## config.mk

```make
export PLATFORM = sky130hd
export DESIGN_NAME = cfg_chain_fwd
export DESIGN_NICKNAME = d
export VERILOG_FILES = /design/src/rtl/cfg_chain_fwd.sv
export SDC_FILE = /design/constraint.sdc
export NUM_CORES = 1
export LEC_CHECK = 0
export CORE_UTILIZATION = 40
export DETAILED_ROUTE_END_ITERATION = 10
export DONT_BUFFER_PORTS = 1
export PLACE_DENSITY = 0.58
export SLEW_MARGIN = 5
export SYNTH_ARGS = -nofsm -noshare
export SYNTH_HDL_FRONTEND = slang
export SYNTH_SLANG_ARGS = --single-unit
```

## constraint.sdc

```tcl
create_clock -name tck -period 2.4 [get_ports tck]
set_clock_uncertainty 0.05 [all_clocks]
set_input_delay 0.36 -clock tck [delete_from_list [all_inputs] [get_ports tck]]
set_output_delay 0.36 -clock tck [all_outputs]
set_load 0.01 [all_outputs]
```

## src/rtl/cfg_chain_fwd.sv

```systemverilog
module cfg_chain_fwd #(
  parameter int FRAME_BITS = 64,
  parameter int NUM_FRAMES = 4,
  parameter int LEN_BITS   = 24,
  parameter int PRE_BITS   = 8,
  parameter logic [PRE_BITS-1:0] PREAMBLE = 8'b1111_0010
) (
  input  logic                  tck,
  input  logic                  rst_n,
  input  logic                  chain_en,
  input  logic                  reconf_req,
  input  logic                  tdi,
  output logic                  tdo,
  output logic                  frame_valid,
  output logic [FRAME_BITS-1:0] frame_data,
  output logic [LEN_BITS-1:0]   len_count,
  output logic                  done,
  output logic                  frame_err
);
  localparam int PCW = $clog2(FRAME_BITS + 1);
  localparam int LCW = $clog2(LEN_BITS + 1);
  localparam int FCW = $clog2(NUM_FRAMES + 1);

  typedef enum logic [2:0] {S_SEARCH, S_LEN, S_FRAME, S_PASS, S_ERR, S_LOCK} st_t;
  typedef enum logic [2:0] {P_IDLE, P_START, P_PAY, P_STOP0, P_STOP1} ph_t;

  st_t                 st;
  ph_t                 ph;
  logic [PRE_BITS-2:0] pre_sr;
  logic [LEN_BITS-2:0] len_sh;
  logic [LCW-1:0]      len_cnt;
  logic [PCW-1:0]      pay_cnt;
  logic [FCW-1:0]      frm_cnt;
  logic                fwd_bit;
  logic                tdo_q;

  wire [PRE_BITS-1:0] pre_next   = {pre_sr, tdi};
  wire                pass_now   = (st == S_SEARCH) || (st == S_LEN) || (st == S_PASS);
  wire                last_frame = (frm_cnt == FCW'(NUM_FRAMES - 1));

  always_ff @(posedge tck or negedge rst_n) begin
    if (!rst_n) begin
      st          <= S_SEARCH;
      ph          <= P_IDLE;
      pre_sr      <= '0;
      len_sh      <= '0;
      len_cnt     <= '0;
      pay_cnt     <= '0;
      frm_cnt     <= '0;
      fwd_bit     <= 1'b1;
      frame_valid <= 1'b0;
      frame_data  <= '0;
      len_count   <= '0;
      done        <= 1'b0;
      frame_err   <= 1'b0;
    end else begin
      frame_valid <= 1'b0;
      if (reconf_req) begin
        st        <= chain_en ? S_SEARCH : S_LOCK;
        ph        <= P_IDLE;
        pre_sr    <= '0;
        len_cnt   <= '0;
        pay_cnt   <= '0;
        frm_cnt   <= '0;
        fwd_bit   <= 1'b1;
        done      <= 1'b0;
        frame_err <= 1'b0;
      end else begin
        fwd_bit <= pass_now ? tdi : 1'b1;
        case (st)
          S_SEARCH: begin
            pre_sr <= pre_next[PRE_BITS-2:0];
            if (pre_next == PREAMBLE) begin
              st      <= S_LEN;
              len_cnt <= '0;
            end
          end
          S_LEN: begin
            len_sh  <= {len_sh[LEN_BITS-3:0], tdi};
            len_cnt <= len_cnt + LCW'(1);
            if (len_cnt == LCW'(LEN_BITS - 1)) begin
              len_count <= {len_sh, tdi};
              st        <= S_FRAME;
              ph        <= P_IDLE;
            end
          end
          S_FRAME: begin
            case (ph)
              P_IDLE:  if (!tdi) ph <= P_START;
              P_START: begin
                if (tdi) begin
                  ph      <= P_PAY;
                  pay_cnt <= '0;
                end else begin
                  st        <= S_ERR;
                  frame_err <= 1'b1;
                end
              end
              P_PAY: begin
                frame_data <= {frame_data[FRAME_BITS-2:0], tdi};
                pay_cnt    <= pay_cnt + PCW'(1);
                if (pay_cnt == PCW'(FRAME_BITS - 1)) ph <= P_STOP0;
              end
              P_STOP0: begin
                if (tdi) ph <= P_STOP1;
                else begin
                  st        <= S_ERR;
                  frame_err <= 1'b1;
                end
              end
              P_STOP1: begin
                if (tdi) begin
                  frame_valid <= 1'b1;
                  ph          <= P_IDLE;
                  frm_cnt     <= frm_cnt + FCW'(1);
                  if (last_frame) begin
                    done <= 1'b1;
                    st   <= S_PASS;
                  end
                end else begin
                  st        <= S_ERR;
                  frame_err <= 1'b1;
                end
              end
              default: ph <= P_IDLE;
            endcase
          end
          default: ;
        endcase
      end
    end
  end

  always_ff @(negedge tck or negedge rst_n) begin
    if (!rst_n) tdo_q <= 1'b1;
    else        tdo_q <= fwd_bit;
  end

  assign tdo = tdo_q;
endmodule

```

After elaboration in Yosys (flattened, before gate mapping) --
Index checks and enable logic that the tools add are counted. W data, S select, Z words.
Operators by class: order comparisons 0, reduce and logical (&&, ||, !) cells 26, multiply operators 0, mux-type cells 46, $add $sub $neg 3, bitwise operators 1, div/mod/pow operators 0, eq/ne operators 23, shifts and indexed selects 0
Operators by type and width (count):
- $mux W3 | 18
- $mux W7 | 5
- $ne A4 B4 Y1 const B | 7
- $eq A3 B2 Y1 const B | 5
- $mux W1 | 15
- $pmux W3 S5 | 1
- $reduce_and A3 Y1 | 5
- $pmux W7 S2 | 1
- $pmux W3 S2 | 2
- $reduce_bool A2 Y1 | 6
- $mux W5 | 2
- $pmux W5 S2 | 1
- $pmux W3 S3 | 1
- $reduce_bool A3 Y1 | 3
- $eq A8 B8 Y1 const B | 1
- $add A7 B1 Y7 const B | 1
- $eq A7 B6 Y1 const B | 1
- $reduce_and A7 Y1 | 1
- $eq A3 B1 Y1 const B | 2
- $logic_not A3 Y1 | 2
- $ne A3 B2 Y1 const B | 2
- $reduce_and A6 Y1 | 1
- $add A5 B1 Y5 const B | 1
- $eq A5 B5 Y1 const B | 1
- other kinds (12) | 14
Word-level totals: memories kept 0, word-level logic and storage cells 113, register bits 144, memory bits (writable) 0, input bits 5, output and inout bits 92, ROM bits 0, bits in latches 0

Depth between registers and ports, before layout --
Gate-level depths: netlist (run 1).
depth in word-level cells 6, gate-level depth with buffers 9, depth with buffers taken out 6

==> key figures, run 1 <==
Status
  – Status: finished with violations
  – Failing checks: hold timing, setup timing

Power and ir drop
  – PD cells: 808 nW/um2
  – Tot Pwr: 5.40 mW
  – Leakage power: 3.44 nW
  – Peak supply drop: 0.547 mV

Synthesis
  – XOR/XNOR Fraction of Synth Area: 0.299%
  – Avg Inst Size Synth: 10.5 um2
  – Largest family of logic cells by synthesized area: simple AND/OR/NAND/NOR gates
  – Complex-gate fraction of the synthesized area: 5.16%
  – Seq/Total Area, Yosys: 61.5%
  – Post-synth EDFFs: 0
  – Simple-Gate Fraction of Synth Area: 18.8%
  – Synth Flop Type: dfrtp_1
  – Number of distinct library cells after synthesis: 42
  – Gate Count Post-Synth: 559
  – Synth Cell Area: 5870 um2
  – Mapped Nets: 568
  – Fraction of synthesized area in multiplexers: 10.9%
  – FFs w/ async S/R, synth: 100%
  – Area share of fa/ha/maj cells after synthesis: 0.853%
  – Yosys warning count: 0
  – Yosys reg bits: 144

GRT
  – Met1 Use GR: 20.0%
  – Initial antenna violation count: 0
  – Gr usage total: 16.6%
  – First-pass GRT wire length: 19200 um
  – Vias in the first global route: 3952
  – GR peak layer: met2
  – Grt met3 use: 7.75%
  – GR Util met2: 25.5%
  – Largest net degree at the start of global routing: 145
  – Aggregate global routing overflow: 0

Cells and area
  – Area Growth Syn to Fin: 14.0%
  – Final Core Density: 47.4%
  – Layout cell share with drive strength beyond 1: 16.9%
  – Antenna diodes: 0
  – Fillers: 1275
  – Final net count: 570
  – Most common cell after layout, fill and taps aside: nand2_1
  – Fin area: 6690 um2
  – Most frequent cells in the layout: nand2_1 (202), dfrtp_1 (142), mux2_2 (47), nor2_1 (30), o21ai_0 (21)

Worst setup path
  – Crit start category: flop
  – Reg2reg end: ph[0]$_DFFE_PN0P_
  – Worst reg2reg path depth: 5
  – Required time of the critical path: 1.99 ns
  – Worst path arrival time: 2.17 ns
  – WS Path Type: reg2out
  – Crit. End Element: output port
  – Reg2reg start: ph[0]$_DFFE_PN0P_
  – Register-to-register setup slack: 0.31 ns
  – Worst Path Max Fanout: 1

Detailed routing
  – Post-DRT Antenna Nets: 0
  – Routed WL per cell: 15.4 um
  – # DRC: 0
  – Drt pass-1 iters: 4
  – Initial drt markers: 226
  – Routed WL: 11600 um
  – Via Count: 3912
  – Vias/cell: 5.19

Floorplanning
  – Die X: 123 um
  – Core area: 14100 um2
  – # IOs: 97
  – Die Area: 15200 um2
  – Initial Util: 41.6%
  – Die Y: 123 um
  – Site Rows: 43

Timing
  – Unrepaired setup endpoints after global routing: true
  – Slew HR: 54.9%
  – Final TNS setup: -0.181 ns
  – Fin Hold WS: -0.413 ns
  – Final Max Tran Viols: 0
  – Setup ws final: -0.181 ns
  – Setup violators final: 1
  – Slew of the pin with the lowest slew margin: 0.675 ns
  – Final Hold Fails: 143

Placed design
  – Final RePlAce weighted congestion: 0.823
  – Port Buf Inserts: 0
  – Placed instance area: 6070 um2
  – Worst slack, placed: 0.268 ns
  – Hpwl dp: 6930 um

Clock tree
  – Total number of H-tree levels: 4
  – Sink Count: 144
  – CTS Buf Count: 17
  – Root Buffer: clkbuf_16
  – Clock Latency Late Sink: 0.42 ns
  – Clock transition at path regs: 0.06 ns
  – CTS tree: done
  – Longest Clk Path Bufs: 2
  – Hold-fix buffers, CTS: 3

Run
  – Max-Cap Viols: 0

Worst hold path
  – HP Class: in2async
==> power by group <==
group | internal [mW] | total [mW] | switching [mW]
Combinational | 0.132 | 0.256 | 0.124
Clock | 1.51 | 2.55 | 1.04
Sequential | 2.53 | 2.59 | 0.0659
Total | 4.17 | 5.40 | 1.23
==> cells by family (layout without fill, tap and decap cells) <==
group / Yosys count / count (layout)
flops: 144 / 144
mux: 58 / 58
buf+inv: 35 / 50
simple gates: 267 / 267
xor+xnor: 2 / 2
fa+ha+maj: 4 / 4
compound gates: 49 / 49
==> through the flow <==
| step | cells | hold WS [ns] |
|---|---|---|
| 2_1_floorplan | 559 | 0.0144 |
| 4_1_cts | 754 | -0.427 |
| 5_1_grt | 754 | -0.440 |
| 3_5_place_dp | 719 | 0.0227 |
| 6_report | 754 | -0.413 |
| 3_3_place_gp | 719 | 0.0230 |
==> cells in the mapped netlist (all sizes together) (2+ instances only) <==
library cell	n	share of area, %
a22o	3	0.45
nor2b	3	0.32
a21oi	6	0.51
clkbuf	16	1.0
ha	4	0.85
nor4	3	0.32
inv	5	0.32
and3	2	0.21
mux2i	9	1.5
a31oi	3	0.32
nor2	31	2.0
xnor2	2	0.30
o31ai	2	0.26
nand2	203	13
nor3	9	0.85
mux2	49	9.4
a22oi	3	0.38
a211oi	4	0.51
or3b	2	0.30
nand2b	3	0.32
buf	14	1.2
nand3	3	0.26
dfrtp	142	61
dfstp	2	0.90
o21ai	21	1.8
a21o	3	0.38
==> layer usage <==
metal	part of all wire [%]	vias up
met3	8.3	14
met5	0	-
met4	1.3	0
li1	-	1843
met2	46	110
met1	44	1945
==> state kept, by name, indices dropped and copies added (netlist names) <==
| register | flops |
|---|---|
| ph | 3 |
| frame_data | 64 |
| fwd_bit | 1 |
| len_cnt | 5 |
| tdo | 1 |
| pay_cnt | 7 |
| len_count | 24 |
| frame_valid | 1 |
| pre_sr | 7 |
| frame_err | 1 |
| st | 3 |
| frm_cnt | 3 |
| len_sh | 23 |
| done | 1 |
==> worst max-delay path by stage <==
stage	startpoint	end	slack [ns]	depth (start not counted)
2_1_floorplan	reconf_req	ph[2]$_DFFE_PN0P_	0.22	8
4_1_cts	tdo$_DFF_NN1_	tdo	-0.20	0
6_report	tdo$_DFF_NN1_	tdo	-0.18	0
5_1_grt	tdo$_DFF_NN1_	tdo	-0.22	0
3_3_place_gp	tdo$_DFF_NN1_	tdo	0.27	0
3_5_place_dp	tdo$_DFF_NN1_	tdo	0.27	0
==> repair_timing <==
action,in CTS,in global routing
endpoints found under the setup margin,1,1
resized for setup,0,0
endpoints found under the hold margin,161,143
setup buffers,0,0
==> cell type report <==
| cell class | count | area [um2] | share of cell area [%] |
|---|---|---|---|
| clock inverter | 10 | 75.1 | 1.12 |
| timing repair buffer | 13 | 130 | 1.95 |
| tap | 180 | 225 | 3.37 |
| inverter | 4 | 15.0 | 0.225 |
| sequential | 144 | 3610 | 53.9 |
| clock buffer | 23 | 509 | 7.62 |
| multi-input combinational | 380 | 2120 | 31.8 |
(Power assumes the default switching activity.)
==> run 2, diff against run 1 <==
--- a/config.mk
+++ b/config.mk
@@ -5,10 +5,11 @@
 export SDC_FILE = /design/constraint.sdc
 export NUM_CORES = 1
 export LEC_CHECK = 0
+export ABC_AREA = 1
+export BUFFER_PORTS_ARGS = -buffer_cell sky130_fd_sc_hd__buf_4
 export CORE_UTILIZATION = 40
 export DETAILED_ROUTE_END_ITERATION = 10
-export DONT_BUFFER_PORTS = 1
-export PLACE_DENSITY = 0.58
+export PLACE_DENSITY = 0.64
 export SLEW_MARGIN = 5
 export SYNTH_ARGS = -nofsm -noshare
 export SYNTH_HDL_FRONTEND = slang
==> run 2 against run 1 <==
The run still ends with hold timing, setup timing left. Area after synthesis up 2.7%. Sequential power up 7.7%. Cell count is 29% higher. Die area is 2.6% higher. Combinational power rose to 3.4 times the previous value. Synthesized cell count up 21%. Largest cell class unchanged.
==> key figures, run 2 <==
Cells and area
  – Final net count: 781 (+37%)
  – Most flops, register: frame_data
  – Biggest regs: frame_data (64), len_count (24), len_sh (23)
  – Most frequent cells in the layout: nand2_1 (186), dfrtp_1 (142), buf_4 (98), nor2_1 (75), o21ai_0 (67)
  – Layout cell share with drive strength beyond 1: 19.4% (+2.5 points)
  – Fillers: 1329 (+4.2%)
  – Max FFs per register: 64 (unchanged)
  – Antenna diodes: 0 (unchanged)
  – Final Core Density: 51.6% (+4.2 points)
  – Non-filler cells in the finished layout: 969 (+29%)
  – Area Growth Syn to Fin: 25.0%
  – Most common cell after layout, fill and taps aside: nand2_1

Synthesis
  – Gate Count Post-Synth: 678 (+21%)
  – Number of distinct library cells after synthesis: 31 (-26%)
  – Mapped Nets: 687 (+21%)
  – Synth Cell Area: 6020 um2 (+2.7%)
  – Seq/Total Area, Yosys: 59.9% (-1.6 points)
  – Synth top cells by count: nand2_1 (186), dfrtp_1 (142), nor2_1 (75), o21ai_0 (67), inv_1 (66)
  – Top-count cell post-synth: nand2_1
  – Synth Flop Type: dfrtp_1
  – Yosys warning count: 0 (unchanged)
  – Area contributors post-synth: dfrtp_1 (59%), nand2_1 (12%), o21ai_0 (5.6%)
  – FFs w/ async S/R, synth: 100% (unchanged)
  – Most area-hungry cell type in the Yosys netlist: dfrtp_1
  – Yosys reg bits: 144 (unchanged)
  – Avg Inst Size Synth: 8.88 um2 (-15%)
  – Post-synth EDFFs: 0 (unchanged)
  – Area share of the largest cell type after synthesis: 59.0% (-1.6 points)

Floorplanning
  – Die X: 125 um (+1.3%)
  – Site Rows: 44 (+2.3%)
  – Die Area: 15600 um2 (+2.6%)
  – Initial Util: 41.3% (-0.33 points)
  – Core area: 14600 um2 (+3.5%)
  – Die Y: 125 um (+1.3%)
  – # IOs: 97 (unchanged)

Power and ir drop
  – Peak supply drop: 0.410 mV (-25%)
  – PD cells: 850 nW/um2 (+5.2%)
  – Leakage power: 3.89 nW (+13%)

Detailed routing
  – Via Count: 4674 (+19%)
  – Routed WL per cell: 13.1 um (-15%)
  – Vias/cell: 4.82 (-7.0%)
  – Initial drt markers: 250 (+11%)
  – Routed WL: 12700 um (+8.9%)
  – # DRC: 0 (unchanged)
  – Post-DRT Antenna Nets: 0 (unchanged)
  – Drt pass-1 iters: 4 (unchanged)

Worst setup path
  – Crit start category: flop
  – Worst Path Max Fanout: 1 (unchanged)
  – CP top delay family: flip-flops
  – CP peak stage delay: 0.52 ns
  – WS Path Type: reg2out
  – Required time of the critical path: 1.99 ns (about the same)
  – Crit-path cells: buf_6
  – Crit. End Element: output port
  – Crit path buffers/inverters: 1
  – Worst path arrival time: 2.25 ns (+0.08 ns)
  – CP max stage cell: dfstp_2

Timing
  – Fin Hold WS: -0.0439 ns (+0.369 ns)
  – Unrepaired setup endpoints after global routing: true
  – Slew of the pin with the lowest slew margin: 0.793 ns (+0.119 ns)
  – Final TNS setup: -0.260 ns (-0.0793 ns)
  – Setup ws final: -0.260 ns (-0.0793 ns)
  – Final Max Tran Viols: 0 (unchanged)
  – Final Hold Fails: 16 (-89%)
  – Setup violators final: 1 (unchanged)
  – Slew HR: 47.1% (-7.8 points)

Placed design
  – Inst Count DP: 937 (+30%)
  – Worst slack, placed: 0.189 ns (-0.0788 ns)
  – Final RePlAce weighted congestion: 0.890 (+8.1%)
  – Port Buf Inserts: 96 (+96)
  – Hpwl dp: 8460 um (+22%)

Clock tree
  – CTS tree: done
  – Clock transition at path regs: 0.06 ns (about the same)
  – Sink Count: 144 (unchanged)
  – Longest Clk Path Bufs: 2 (unchanged)
  – CTS Buf Count: 17 (unchanged)
  – Clock Latency Late Sink: 0.42 ns (about the same)
  – Hold-fix buffers, CTS: 0 (-3)
  – Total number of H-tree levels: 4 (unchanged)
  – Root Buffer: clkbuf_16

GRT
  – First-pass GRT wire length: 21700 um (+13%)
  – Gr usage total: 17.3% (+0.73 points)
  – Initial antenna violation count: 0 (unchanged)
  – Aggregate global routing overflow: 0 (unchanged)
  – Vias in the first global route: 4674 (+18%)
  – Largest net degree at the start of global routing: 144 (-0.69%)

Status
  – Status: finished with violations
  – Failing checks: hold timing, setup timing

Worst hold path
  – HP Class: in2async

Run
  – Max-Cap Viols: 0 (unchanged)
==> run 2: cell count changes after synthesis, moves of 16 or more <==
cell / previous run / this run
a21oi_1: 6 / 42
inv_1: 5 / 66
mux2_2: 47 / 0
nand2_1: 202 / 186
nand3_1: 3 / 28
nor2_1: 31 / 75
o21ai_0: 21 / 67
==> run 2: cell families after synthesis <==
kind of cell             count (synthesis)  share of synthesized area [%]
buffers and inverters                   97                           7.02
AND/OR/NAND/NOR                        310                           21.6
adder cells (fa/ha/maj)                  4                          0.831
AO/OA/AOI/OAI                          122                           10.5
XOR/XNOR                                 1                          0.145
flip-flops                             144                           59.9
==> run 2: where the power goes <==
group	total (mW)	switching [mW]	internal [mW]	leakage (nW)
registers	2.79	0.160	2.63	1.81
logic	0.862	0.597	0.265	1.78
clock network	2.74	1.05	1.69	0.301
total	6.40	1.81	4.59	3.89
==> run 2: worst paths after layout <==
| check | startpoint | end | slack, ns | depth (start not counted) |
|---|---|---|---|---|
| min in group tck | reconf_req | done$_DFFE_PN0P_ | 0.19 | 2 |
| max in group asynchronous | rst_n | tdo$_DFF_NN1_ | 1.28 | 1 |
| worst max-delay path | tdo$_DFF_NN1_ | tdo | -0.26 | 1 |
| worst min-delay path | rst_n | frame_valid$_DFF_PN0_ | -0.04 | 2 |
| worst min register to register | len_count[3]$_DFFE_PN0P_ | len_count[3]$_DFFE_PN0P_ | 0.43 | 2 |
| worst max register to register | len_cnt[0]$_DFFE_PN0P_ | ph[2]$_DFFE_PN0P_ | 0.58 | 8 |
==> run 2: timing repair <==
item	4_1_cts	5_1_grt
pin swaps	0	0
setup buffers	0	0
setup endpoints to repair	1	1
resized for setup	1	0
==> run 2: final cells by class <==
| cell class | count | area (um2) | share of cell area [%] |
|---|---|---|---|
| Sequential cell | 144 | 3610 | 47.9 |
| Multi-Input combinational cell | 437 | 1990 | 26.5 |
| Timing Repair Buffer | 103 | 818 | 10.9 |
| Clock buffer | 19 | 443 | 5.89 |
| Inverter | 68 | 255 | 3.39 |
| Tap cell | 184 | 230 | 3.06 |
| Clock inverter | 14 | 179 | 2.38 |
==> run 2: per-stage QoR <==
stage	cell area (um2)	power, mW
after detailed placement	6900	3.70
after floorplan	6020	3.41
after global placement	6900	3.66
final	7520	6.40
after CTS	7520	6.47
after global routing	7520	6.73
==> run 2: metal layers <==
layer / track usage (%) / up-vias / wire length, um
met1: 22.0 / 2195 / 5620
met3: 7.30 / 18 / 1000
met4: 6.66 / 0 / 213
li1: - / 2331 / -
met2: 26.2 / 130 / 5820
met5: 0 / - / 0
==> run 2: worst reg2reg max path, delay by kind of cell, from the launching register on <==
family / cells / cell delay, ns
adder cells (fa/ha/maj): 1 / 0.31
AND/OR/NAND/NOR: 7 / 0.96
flip-flops: 1 / 0.40
==> run 3, diff against run 2 <==
--- a/config.mk
+++ b/config.mk
@@ -10,6 +10,7 @@
 export CORE_UTILIZATION = 40
 export DETAILED_ROUTE_END_ITERATION = 10
 export PLACE_DENSITY = 0.64
+export REMOVE_ABC_BUFFERS = 1
 export SLEW_MARGIN = 5
 export SYNTH_ARGS = -nofsm -noshare
 export SYNTH_HDL_FRONTEND = slang
==> run 3 against run 2 <==
The flow still finishes with violations (hold timing, setup timing). Sequential cell count stayed put. Register-to-register slack worse by 0.20 ns. Via count hardly changed. Critical path type unchanged. Critical endpoint unchanged. Largest power group unchanged.
==> key figures, run 3 (synthesized netlist as in run 2, its figures left out) <==
Floorplanning
  – Site Rows: 44 (unchanged)
  – Die Area: 15600 um2 (unchanged)
  – Initial Util: 41.3% (unchanged)
  – Die X: 125 um (unchanged)
  – Die Y: 125 um (unchanged)
  – Core area: 14600 um2 (unchanged)
  – # IOs: 97 (unchanged)

Clock tree
  – Clock transition at path regs: 0.06 ns (about the same)
  – Root Buffer: clkbuf_16
  – Hold-fix buffers, CTS: 0 (unchanged)
  – Longest Clk Path Bufs: 2 (unchanged)
  – CTS Buf Count: 17 (unchanged)
  – Total number of H-tree levels: 4 (unchanged)
  – Setup Buffers After CTS: 0 (unchanged)
  – CTS tree: done
  – Clock Latency Late Sink: 0.41 ns (about the same)
  – Post-CTS sizing: 1 (unchanged)
  – Sink Count: 144 (unchanged)

Detailed routing
  – Routed WL: 12400 um (-1.9%)
  – # DRC: 0 (unchanged)
  – Post-DRT Antenna Nets: 0 (unchanged)
  – Via Count: 4675 (+0.021%)
  – Drt pass-1 iters: 5 (+1)
  – Routed WL per cell: 12.8 um (-1.9%)
  – Initial drt markers: 246 (-1.6%)
  – Vias/cell: 4.82 (about the same)

Placed design
  – Hpwl dp: 8250 um (-2.5%)
  – Final RePlAce weighted congestion: 0.870 (-2.2%)
  – Inst Count DP: 937 (unchanged)
  – Port Buf Inserts: 96 (unchanged)

GRT
  – Aggregate global routing overflow: 0 (unchanged)
  – Vias in the first global route: 4709 (+0.75%)
  – Largest net degree at the start of global routing: 144 (unchanged)
  – Initial antenna violation count: 0 (unchanged)
  – First-pass GRT wire length: 21800 um (+0.25%)
  – Gr usage total: 17.4% (+0.065 points)

Power and ir drop
  – Net Sw Frac: 28.1% (-0.20 points)
  – Leakage power: 3.87 nW (-0.47%)
  – Sw Pwr: 1.70 mW (-5.9%)
  – Comb pwr share: 13.9% (+0.4 points)
  – Peak supply drop: 0.533 mV (+30%)
  – Clk pwr share: 40.0% (-2.8 points)
  – PD cells: 810 nW/um2 (-4.7%)
  – Sequential fraction of design power: 46.1% (+2.4 points)
  – Pint: 4.36 mW (-5.0%)

Cells and area
  – Biggest regs: frame_data (64), len_count (24), len_sh (23)
  – Non-filler cells in the finished layout: 969 (unchanged)
  – Most flops, register: frame_data
  – Fillers: 1349 (+1.5%)
  – Area Growth Syn to Fin: 24.2%
  – Antenna diodes: 0 (unchanged)
  – Most common cell after layout, fill and taps aside: nand2_1
  – Most frequent cells in the layout: nand2_1 (186), dfrtp_1 (142), buf_4 (96), nor2_1 (75), o21ai_0 (67)
  – Layout cell share with drive strength beyond 1: 19.4% (unchanged)
  – Max FFs per register: 64 (unchanged)
  – Final net count: 781 (unchanged)

Status
  – Status: finished with violations
  – Failing checks: hold timing, setup timing

Timing
  – Fin Hold WS: -0.00970 ns (+0.0342 ns)
  – Setup violators final: 1 (unchanged)
  – Setup ws final: -0.245 ns (+0.0156 ns)
  – Final Hold Fails: 2 (-14)
  – Final Max Tran Viols: 0 (unchanged)
  – Slew of the pin with the lowest slew margin: 0.776 ns (-0.0173 ns)
  – Slew HR: 48.3% (+1.2 points)
  – Unrepaired setup endpoints after global routing: true
  – Final TNS setup: -0.245 ns (+0.0156 ns)

Worst setup path
  – Worst Path Max Fanout: 1 (unchanged)
  – CP peak stage delay: 0.51 ns (about the same)
  – Crit start category: flop
  – CP top delay family: flip-flops
  – Worst path arrival time: 2.23 ns (-0.02 ns)
  – Crit. End Element: output port
  – Crit-path cells: buf_6
  – CP max stage cell: dfstp_2
  – Crit path buffers/inverters: 1 (unchanged)
  – WS Path Type: reg2out
  – Required time of the critical path: 1.99 ns (about the same)

Run
  – Max-Cap Viols: 0 (unchanged)

Worst hold path
  – HP Class: in2async
==> run 3: cell count changes in the layout (fill, tap and decap cells not counted) <==
cell,change
clkinvlp_4,+1
buf_12,+2
clkinv_4,-2
bufinv_16,-2
inv_6,-6
buf_4,-2
clkinv_2,+8
clkbuf_8,+1
==> run 3: layout make-up <==
| cell class | instances | area (um2) | area share (%) |
|---|---|---|---|
| Clock buffer | 20 | 457 | 6.10 |
| Clock inverter | 13 | 96.3 | 1.29 |
| Tap cell | 184 | 230 | 3.08 |
| Multi-Input combinational cell | 437 | 1990 | 26.6 |
| Timing Repair Buffer | 103 | 843 | 11.3 |
| Sequential cell | 144 | 3610 | 48.2 |
| Inverter | 68 | 255 | 3.41 |
==> run 3: path summary, 6_finish.rpt <==
| path | slack (ns) | endpoint | cells after the start | start |
|---|---|---|---|---|
| max in group asynchronous | 1.26 | tdo$_DFF_NN1_ | 1 | rst_n |
| min in group tck | 0.19 | len_count[0]$_DFFE_PN0P_ | 3 | tdi |
| min reg2reg | 0.43 | len_sh[16]$_DFFE_PN0P_ | 2 | len_sh[15]$_DFFE_PN0P_ |
| min | -0.01 | len_count[22]$_DFFE_PN0P_ | 2 | rst_n |
| max | -0.24 | tdo | 1 | tdo$_DFF_NN1_ |
| max reg2reg | 0.38 | ph[0]$_DFFE_PN0P_ | 8 | len_cnt[0]$_DFFE_PN0P_ |
==> run 3: power by group through the flow <==
stage	combinational, mW	sequential [mW]	clock [mW]
floorplan	0.551	2.81	0.00521
global placement	0.818	2.82	0.00521
detailed placement	0.841	2.83	0.00521
CTS	0.851	2.79	2.49
global route	0.975	2.82	2.61
finish	0.845	2.79	2.42
==> run 3: layer usage <==
layer | track usage [%] | vias up | routed length [um]
met3 | 4.73 | 11 | 529
li1 | - | 2348 | -
met5 | 0 | - | 0
met1 | 21.8 | 2226 | 5760
met4 | 6.73 | 0 | 157
met2 | 28.5 | 90 | 5970
==> run 3: stage by stage <==
stage	util (%)	power (mW)	instance area, um2	worst slack, ns	hold slack (ns)
after floorplan	-	3.37	5860	0.00278	0.0144
after global placement	47.5	3.64	6930	0.186	0.411
after detailed placement	47.5	3.68	6930	0.188	0.420
after CTS	51.3	6.13	7480	-0.262	0.0733
after global routing	51.3	6.41	7480	-0.278	0.113
final	51.3	6.06	7480	-0.245	-0.00970
